**src/rtl/sdclk_pkg.sv**
```systemverilog
// Package: shared rate encodings and the halving rule for the divide exponent.
// Assumes rates are given in Hz as 64-bit integers.
package sdclk_pkg;

    typedef enum logic [1:0] {
        RS_SLOW = 2'd0,
        RS_NORM = 2'd1,
        RS_FAST = 2'd2,
        RS_RSVD = 2'd3
    } rate_sel_e;

    // Count halvings of ref_hz while the target stays below it, capped at max_e.
    function automatic int halving_exp(longint tgt_hz, longint ref_hz, int max_e);
        longint r;
        int     e;
        r = ref_hz;
        e = 0;
        for (int i = 0; i < max_e; i++) begin
            if (tgt_hz < r) begin
                e = e + 1;
                r = r >> 1;
            end
        end
        return e;
    endfunction

endpackage

```
**src/rtl/sdclk_exp_sel.sv**
```systemverilog
// Module: target exponent selector.
// Builds the exponent table for both references at elaboration time and
// picks the entry for the current rate request and capacity flag.
// Assumes all rates are static parameters.
module sdclk_exp_sel
    import sdclk_pkg::*;
#(
    parameter longint REF_NORM_HZ = 24_000_000,
    parameter longint REF_HIGH_HZ = 48_000_000,
    parameter longint SLOW_HZ     = 400_000,
    parameter longint NORM_HZ     = 24_000_000,
    parameter longint FAST_HZ     = 48_000_000,
    parameter int     MAX_EXP     = 7,
    parameter int     EXP_W       = 3
) (
    input  logic [1:0]       rate_sel,
    input  logic             high_cap,
    output logic [EXP_W-1:0] tgt_exp
);

    logic [EXP_W-1:0] e_slow [2];
    logic [EXP_W-1:0] e_norm [2];
    logic [EXP_W-1:0] e_fast [2];

    // One table column per reference: index 0 normal, index 1 high-capacity.
    for (genvar g = 0; g < 2; g++) begin : g_ref
        localparam longint REF_HZ = (g == 0) ? REF_NORM_HZ : REF_HIGH_HZ;
        assign e_slow[g] = EXP_W'(halving_exp(SLOW_HZ, REF_HZ, MAX_EXP));
        assign e_norm[g] = EXP_W'(halving_exp(NORM_HZ, REF_HZ, MAX_EXP));
        assign e_fast[g] = EXP_W'(halving_exp(FAST_HZ, REF_HZ, MAX_EXP));
    end

    // Select the entry for the requested rate; the reserved code falls back to slow.
    always_comb begin
        case (rate_sel_e'(rate_sel))
            RS_NORM: tgt_exp = e_norm[high_cap];
            RS_FAST: tgt_exp = e_fast[high_cap];
            default: tgt_exp = e_slow[high_cap];
        endcase
    end

endmodule

```
**src/rtl/sdclk_divider.sv**
```systemverilog
// Module: power-of-two bus clock divider with glitch-free gating.
// Each half-period lasts 2^cur_exp cycles. The exponent is reloaded only
// when the bus clock falls, and stopping parks the clock low.
// Assumes start_go and halt_req come from the stop controller.
module sdclk_divider #(
    parameter int MAX_EXP = 7,
    parameter int EXP_W   = 3
) (
    input  logic             clk,
    input  logic             rst_n,
    input  logic [EXP_W-1:0] tgt_exp,
    input  logic             start_go,
    input  logic             halt_req,
    output logic             bus_clk,
    output logic             running,
    output logic [EXP_W-1:0] cur_exp
);

    localparam int HC_W = (MAX_EXP > 0) ? MAX_EXP : 1;

    logic [HC_W-1:0] hcnt;
    logic            park_now;

    // Half-period reload value: 2^e - 1 as a mask of e ones.
    function automatic logic [HC_W-1:0] half_of(logic [EXP_W-1:0] e);
        return ~({HC_W{1'b1}} << e);
    endfunction

    // Stop is allowed while low, or at the last cycle of a high phase.
    assign park_now = halt_req && !start_go && (!bus_clk || (hcnt == '0));

    // Divider state: start, park, toggle with exponent reload on the fall.
    always_ff @(posedge clk) begin
        if (!rst_n) begin
            running <= 1'b0;
            bus_clk <= 1'b0;
            cur_exp <= '0;
            hcnt    <= '0;
        end else if (!running) begin
            if (start_go) begin
                running <= 1'b1;
                bus_clk <= 1'b0;
                cur_exp <= tgt_exp;
                hcnt    <= half_of(tgt_exp);
            end
        end else if (park_now) begin
            running <= 1'b0;
            bus_clk <= 1'b0;
        end else if (hcnt == '0) begin
            if (bus_clk) begin
                bus_clk <= 1'b0;
                cur_exp <= tgt_exp;
                hcnt    <= half_of(tgt_exp);
            end else begin
                bus_clk <= 1'b1;
                hcnt    <= half_of(cur_exp);
            end
        end else begin
            hcnt <= hcnt - 1'b1;
        end
    end

endmodule

```
**src/rtl/sdclk_stop_ctl.sv**
```systemverilog
// Module: start/stop handshake with a bounded poll for the stop.
// It polls the running status once per cycle and counts ticks of TICK_CYC
// cycles. After POLL_LIMIT ticks without a stop it flags a timeout.
// Assumes strobes are single-cycle; stop has priority over start.
module sdclk_stop_ctl #(
    parameter int TICK_CYC   = 250,
    parameter int POLL_LIMIT = 1000,
    parameter int TICK_W     = 8,
    parameter int POLL_W     = 10
) (
    input  logic clk,
    input  logic rst_n,
    input  logic start_strb,
    input  logic stop_strb,
    input  logic running,
    output logic start_go,
    output logic halt_req,
    output logic timeout
);

    logic              polling;
    logic [TICK_W-1:0] tick;
    logic [POLL_W-1:0] polls;

    // A start only counts when no stop arrives in the same cycle.
    assign start_go = start_strb && !stop_strb;

    // Handshake state: latch the halt, poll the status, flag expiry.
    always_ff @(posedge clk) begin
        if (!rst_n) begin
            polling  <= 1'b0;
            halt_req <= 1'b0;
            timeout  <= 1'b0;
            tick     <= '0;
            polls    <= '0;
        end else if (stop_strb) begin
            timeout <= 1'b0;
            tick    <= '0;
            polls   <= '0;
            if (running) begin
                halt_req <= 1'b1;
                polling  <= 1'b1;
            end else begin
                polling  <= 1'b0;
            end
        end else if (start_strb) begin
            halt_req <= 1'b0;
            polling  <= 1'b0;
            timeout  <= 1'b0;
        end else if (polling) begin
            if (!running) begin
                polling <= 1'b0;
            end else if (tick == TICK_W'(TICK_CYC - 1)) begin
                tick <= '0;
                if (polls == POLL_W'(POLL_LIMIT - 1)) begin
                    timeout <= 1'b1;
                    polling <= 1'b0;
                end else begin
                    polls <= polls + 1'b1;
                end
            end else begin
                tick <= tick + 1'b1;
            end
        end
    end

endmodule

```
**src/rtl/sdclk_rate_ctl.sv**
```systemverilog
// Module: SD bus clock rate controller (top).
// Ties together the exponent selector, the stop handshake and the divider.
// Assumes the system clock runs at twice the reference rate, so one
// half-period of 2^e cycles matches reference/2^e.
module sdclk_rate_ctl #(
    parameter longint REF_NORM_HZ = 24_000_000,
    parameter longint REF_HIGH_HZ = 48_000_000,
    parameter longint SLOW_HZ     = 400_000,
    parameter longint NORM_HZ     = 24_000_000,
    parameter longint FAST_HZ     = 48_000_000,
    parameter int     MAX_EXP     = 7,
    parameter int     TICK_CYC    = 250,
    parameter int     POLL_LIMIT  = 1000,
    localparam int    EXP_W       = (MAX_EXP > 0) ? $clog2(MAX_EXP + 1) : 1
) (
    input  logic             clk,
    input  logic             rst_n,
    input  logic [1:0]       rate_sel,
    input  logic             high_cap,
    input  logic             start_strb,
    input  logic             stop_strb,
    output logic             bus_clk,
    output logic             clk_run,
    output logic [EXP_W-1:0] rate_exp,
    output logic             stop_timeout
);

    localparam int TICK_W = (TICK_CYC > 1) ? $clog2(TICK_CYC) : 1;
    localparam int POLL_W = (POLL_LIMIT > 1) ? $clog2(POLL_LIMIT) : 1;

    logic [EXP_W-1:0] tgt_exp;
    logic             start_go;
    logic             halt_req;

    sdclk_exp_sel #(
        .REF_NORM_HZ (REF_NORM_HZ),
        .REF_HIGH_HZ (REF_HIGH_HZ),
        .SLOW_HZ     (SLOW_HZ),
        .NORM_HZ     (NORM_HZ),
        .FAST_HZ     (FAST_HZ),
        .MAX_EXP     (MAX_EXP),
        .EXP_W       (EXP_W)
    ) u_sel (
        .rate_sel (rate_sel),
        .high_cap (high_cap),
        .tgt_exp  (tgt_exp)
    );

    sdclk_stop_ctl #(
        .TICK_CYC   (TICK_CYC),
        .POLL_LIMIT (POLL_LIMIT),
        .TICK_W     (TICK_W),
        .POLL_W     (POLL_W)
    ) u_ctl (
        .clk        (clk),
        .rst_n      (rst_n),
        .start_strb (start_strb),
        .stop_strb  (stop_strb),
        .running    (clk_run),
        .start_go   (start_go),
        .halt_req   (halt_req),
        .timeout    (stop_timeout)
    );

    sdclk_divider #(
        .MAX_EXP (MAX_EXP),
        .EXP_W   (EXP_W)
    ) u_div (
        .clk      (clk),
        .rst_n    (rst_n),
        .tgt_exp  (tgt_exp),
        .start_go (start_go),
        .halt_req (halt_req),
        .bus_clk  (bus_clk),
        .running  (clk_run),
        .cur_exp  (rate_exp)
    );

endmodule

```
**config.mk**
```make
export PLATFORM = sky130hd
export DESIGN_NAME = sdclk_rate_ctl
export DESIGN_NICKNAME = d
export VERILOG_FILES = /design/src/rtl/sdclk_pkg.sv /design/src/rtl/sdclk_exp_sel.sv /design/src/rtl/sdclk_divider.sv /design/src/rtl/sdclk_stop_ctl.sv /design/src/rtl/sdclk_rate_ctl.sv
export SDC_FILE = /design/constraint.sdc
export NUM_CORES = 1
export LEC_CHECK = 0
export ABC_AREA = 1
export BUFFER_PORTS_ARGS = -buffer_cell sky130_fd_sc_hd__buf_2
export CAP_MARGIN = 5
export CORE_ASPECT_RATIO = 0.8
export CORE_MARGIN = 4
export CORE_UTILIZATION = 51
export CTS_CLUSTER_DIAMETER = 200
export DETAILED_ROUTE_END_ITERATION = 12
export GPL_TIMING_DRIVEN = 0
export PLACE_DENSITY = 0.72
export SLEW_MARGIN = 20
export SYNTH_ARGS = -nofsm -noshare
export SYNTH_HDL_FRONTEND = slang
export SYNTH_SLANG_ARGS = --single-unit
```
**constraint.sdc**
```tcl
create_clock -name clk -period 1.36 [get_ports clk]
set_input_delay 0 -clock clk [delete_from_list [all_inputs] [get_ports clk]]
set_output_delay 0 -clock clk [all_outputs]
set_load 0.03 [all_outputs]
```
==> metrics.yaml <==
logic_synthesis:
  yosysTopAreaCellShare_pct: 31.98
  synth_xor_area_share_pct: 1.749
  synth_cell_types: 31
  synth_compound_area_share_pct: 9.057
  synth.ff_latch_count: 32
  synth_edf_count: 0
  synthTopCellsByArea: "dfxtp_1, nand2_1, nor2_1"
  synth_common_cells: "nand2_1, nor2_1, inv_1"
  synth_mux_area_share_pct: 0
  synth_adder_area_share_pct: 3.748
  yosys.area_share.simple_pct: 43.29
  synth_top_family_by_area: "simple AND/OR/NAND/NOR gates"
  seq_area_frac_synth_pct: 31.98
  syn-num-nets: 334
  synth_ff_type: "dfxtp_1"
  netlist_area_mm2: 0.002003
  netlist.top_cell.by_area: "dfxtp_1"
  synth_most_common_cell: "nand2_1"
  syn_inst: 321
  synth_warnings: 0
  syn_avg_cell_area_um2: 6.240
  async_flop_share_pct: 0
setup_path:
  cp_top_family: "simple AND/OR/NAND/NOR gates"
  reg2reg_depth: 9
  regToRegStartpoint: "u_ctl.polls[0]"
  cp.arrival_ns: 1.60
  path_cells: "ha_4 > nand2_4 > nor2_4 > nand3_2 > nand2_2 > nor2_4 > nand2_4 > nand2_2 > a21oi_2"
  worstSetupStartpointType: "register"
  path_buf_inv: 0
  endpoint_kind: "register"
  cp_slowest_cell: "dfxtp_4"
  r2r_slack_ns: -0.07
  crit_path_max_incr_delay_ns: 0.36
  critPathKind: "register to register"
  worstPathMaxFanout: 6
  timing.rr.end: "u_ctl.polls[3]"
  critPathRequiredTime_ns: 1.53
placed_design:
  dp_hpwl_mm: 3.120
  placedInstanceArea_mm2: 0.002137
  gp_congestion: 0.7920
  port_buffers: 11
timing:
  setup_ws_ns: -0.07477
  hold_viol: 0
  relSlewSlack_pct: 65.29
  period_share_pct: 105.5
  final_max_slew_viol_count: 0
  rsz0062_at_grt: "true"
  setup_tns_ns: -0.6220
  period_minus_slack_ns: 1.435
  finClkSkew_ns: 0.008543
  setup_viol: 18
  max_freq_ghz: 0.6970
  worstMarginPinSlew_ns: 0.5206
flow_run:
  cap_violations: 0
detailed_routing:
  firstDrtPassIters: 5
  wl_per_cell_um: 12.85
  routed_via_density: 5.146
  postRouteWirelength_mm: 5.357
  route.detailed.drc: 0
  vias: 2146
  drt_iter0_drc: 197
  drtAntennaViolNets: 0
final_layout:
  stdcell_area_mm2: 0.002754
  nNetsFinal: 374
  multi_input_comb_area_mm2: 0.001434
  fill_cells: 295
  ff_latch_area_um2: 660.6
  diodes: 0
  final_layout_size_suffix_gt1_share_pct: 34.25
  synthToLayoutAreaGrowth_pct: 37.48
grt:
  grt_max_degree: 11
  grt_pass1_wl_mm: 8.645
  grt_usage_pct: 21.55
  grt-ovfl-total: 0
  grt_pass1_vias: 2005
  antenna_found_initial: 0
status:
  status: "complete, but fails checks"
  failed_checks: "setup timing"
die:
  die_area_mm2: 0.005001
  die_height_um: 64.06
  io_pins: 13
  core_mm2: 0.003804
  start_util_pct: 52.66
  fp.dieW_um: 78.07
  rows: 20
clock_tree:
  clockBufferDepth: 2
  cts_tree: "built"
  h-tree-depth: 2
  clk_pin_slew_ns: 0.08
  cts_buffers: 5
  cts.sinks: 32
  insertion_delay_ns: 0.30
  clockRootBuffer: "clkbuf_8"
power:
  power.leakage_uw: 0.001172
  p_per_area_mw_per_mm2: 959.3
  max-vdd-ir-drop_mv: 0.5580
hold_path:
  holdCritStartpoint: "rst_n"
  holdPathStages: 3
  min_to: "u_div.bus_clk"
  hold_path_class: "input pin to register"
==> cell families after synthesis <==
group                    count (synthesis)
AO/OA/AOI/OAI                           34
XOR/XNOR                                 4
adder cells (fa/ha/maj)                  6
buffers and inverters                   50
flip-flops                              32
AND/OR/NAND/NOR                        195
==> state kept, by name, indices dropped and copies added, names as in the netlist <==
name	cells
u_ctl.halt_req	1
u_ctl.polling	1
u_ctl.polls	10
u_ctl.tick	8
u_ctl.timeout	1
u_div.bus_clk	1
u_div.cur_exp	2
u_div.hcnt	7
u_div.running	1
==> final cells by class <==
cell class,count,share of cell area (%)
multi-input cells,239,52.07
flip-flops and latches,32,23.99
repair buffers,33,9.905
inverters,46,6.406
clock buffers,6,2.635
well taps,55,2.499
clock inverters,2,1.272
plain buffers,4,1.227
==> per-layer routing <==
metal  track usage, %  up-vias  part of all wire, %
met5                0        -                    0
met4            10.04        0                  1.5
met3            4.648       12                  4.8
met2            31.94       66                   45
met1            29.76      964                   48
li1                 -     1104                    -
==> worst reg2reg max path, stage by stage, from the launching register on <==
cell and delay (ns):
dfxtp_4 0.36, ha_4 0.18, nand2_4 0.08, nor2_4 0.04, nand3_2 0.11, nand2_2 0.07, nor2_4 0.20, nand2_4 0.12
nand2_2 0.09, a21oi_2 0.06
==> worst max-delay path by stage <==
stage                     slack [ns]  cells after the start             end      startpoint
after floorplan                0.003                     11   u_div.hcnt[6]   u_div.hcnt[0]
after global placement         -0.18                      9  u_ctl.polls[8]  u_ctl.polls[0]
after detailed placement       -0.20                      9  u_ctl.polls[8]  u_ctl.polls[0]
after CTS                      -0.04                      9  u_ctl.polls[7]   u_ctl.tick[1]
after global routing           -0.17                      6  u_ctl.polls[7]       stop_strb
final                          -0.07                      9  u_ctl.polls[3]  u_ctl.polls[0]
==> cells in the final DEF (no fill, tap or decap), types with 6 or more instances in the layout <==
cell / count
a21oi_1: 11
buf_2: 11
buf_4: 13
buf_6: 6
dfxtp_1: 22
dfxtp_2: 7
inv_1: 37
inv_2: 7
nand2_1: 67
nand2_2: 16
nand2_4: 7
nand3_1: 19
nand3_2: 10
nand4_1: 8
nor2_1: 41
nor2_2: 6
nor2_4: 13
o21ai_0: 10
==> through the flow <==
stage	total power, µW	setup WS [ns]	instances	hold WS (ns)	utilization [%]
floorplan	1385	0.002617	321	0.07931	-
detailed placement	1479	-0.1978	387	0.2248	56.18
finish	2642	-0.07477	417	0.03023	72.40
global route	2777	-0.1683	417	0.05287	72.40
global placement	1475	-0.1811	387	0.2233	56.18
CTS	2558	-0.04385	410	0.01328	67.11
==> where the power goes <==
part	switching (µW)	internal, µW
registers	46.3	972
logic	407	283
clock network	390	544
==> what timing repair did <==
action	4_1_cts	5_1_grt
cloned	1	0
endpoints found under the setup margin	25	27
endpoints found under the hold margin	6	0
setup buffers	11	7
pin swaps	12	25
gates resized for setup	50	49
hold buffers	4	0
Note: power is estimated with default switching activity, not from simulation.
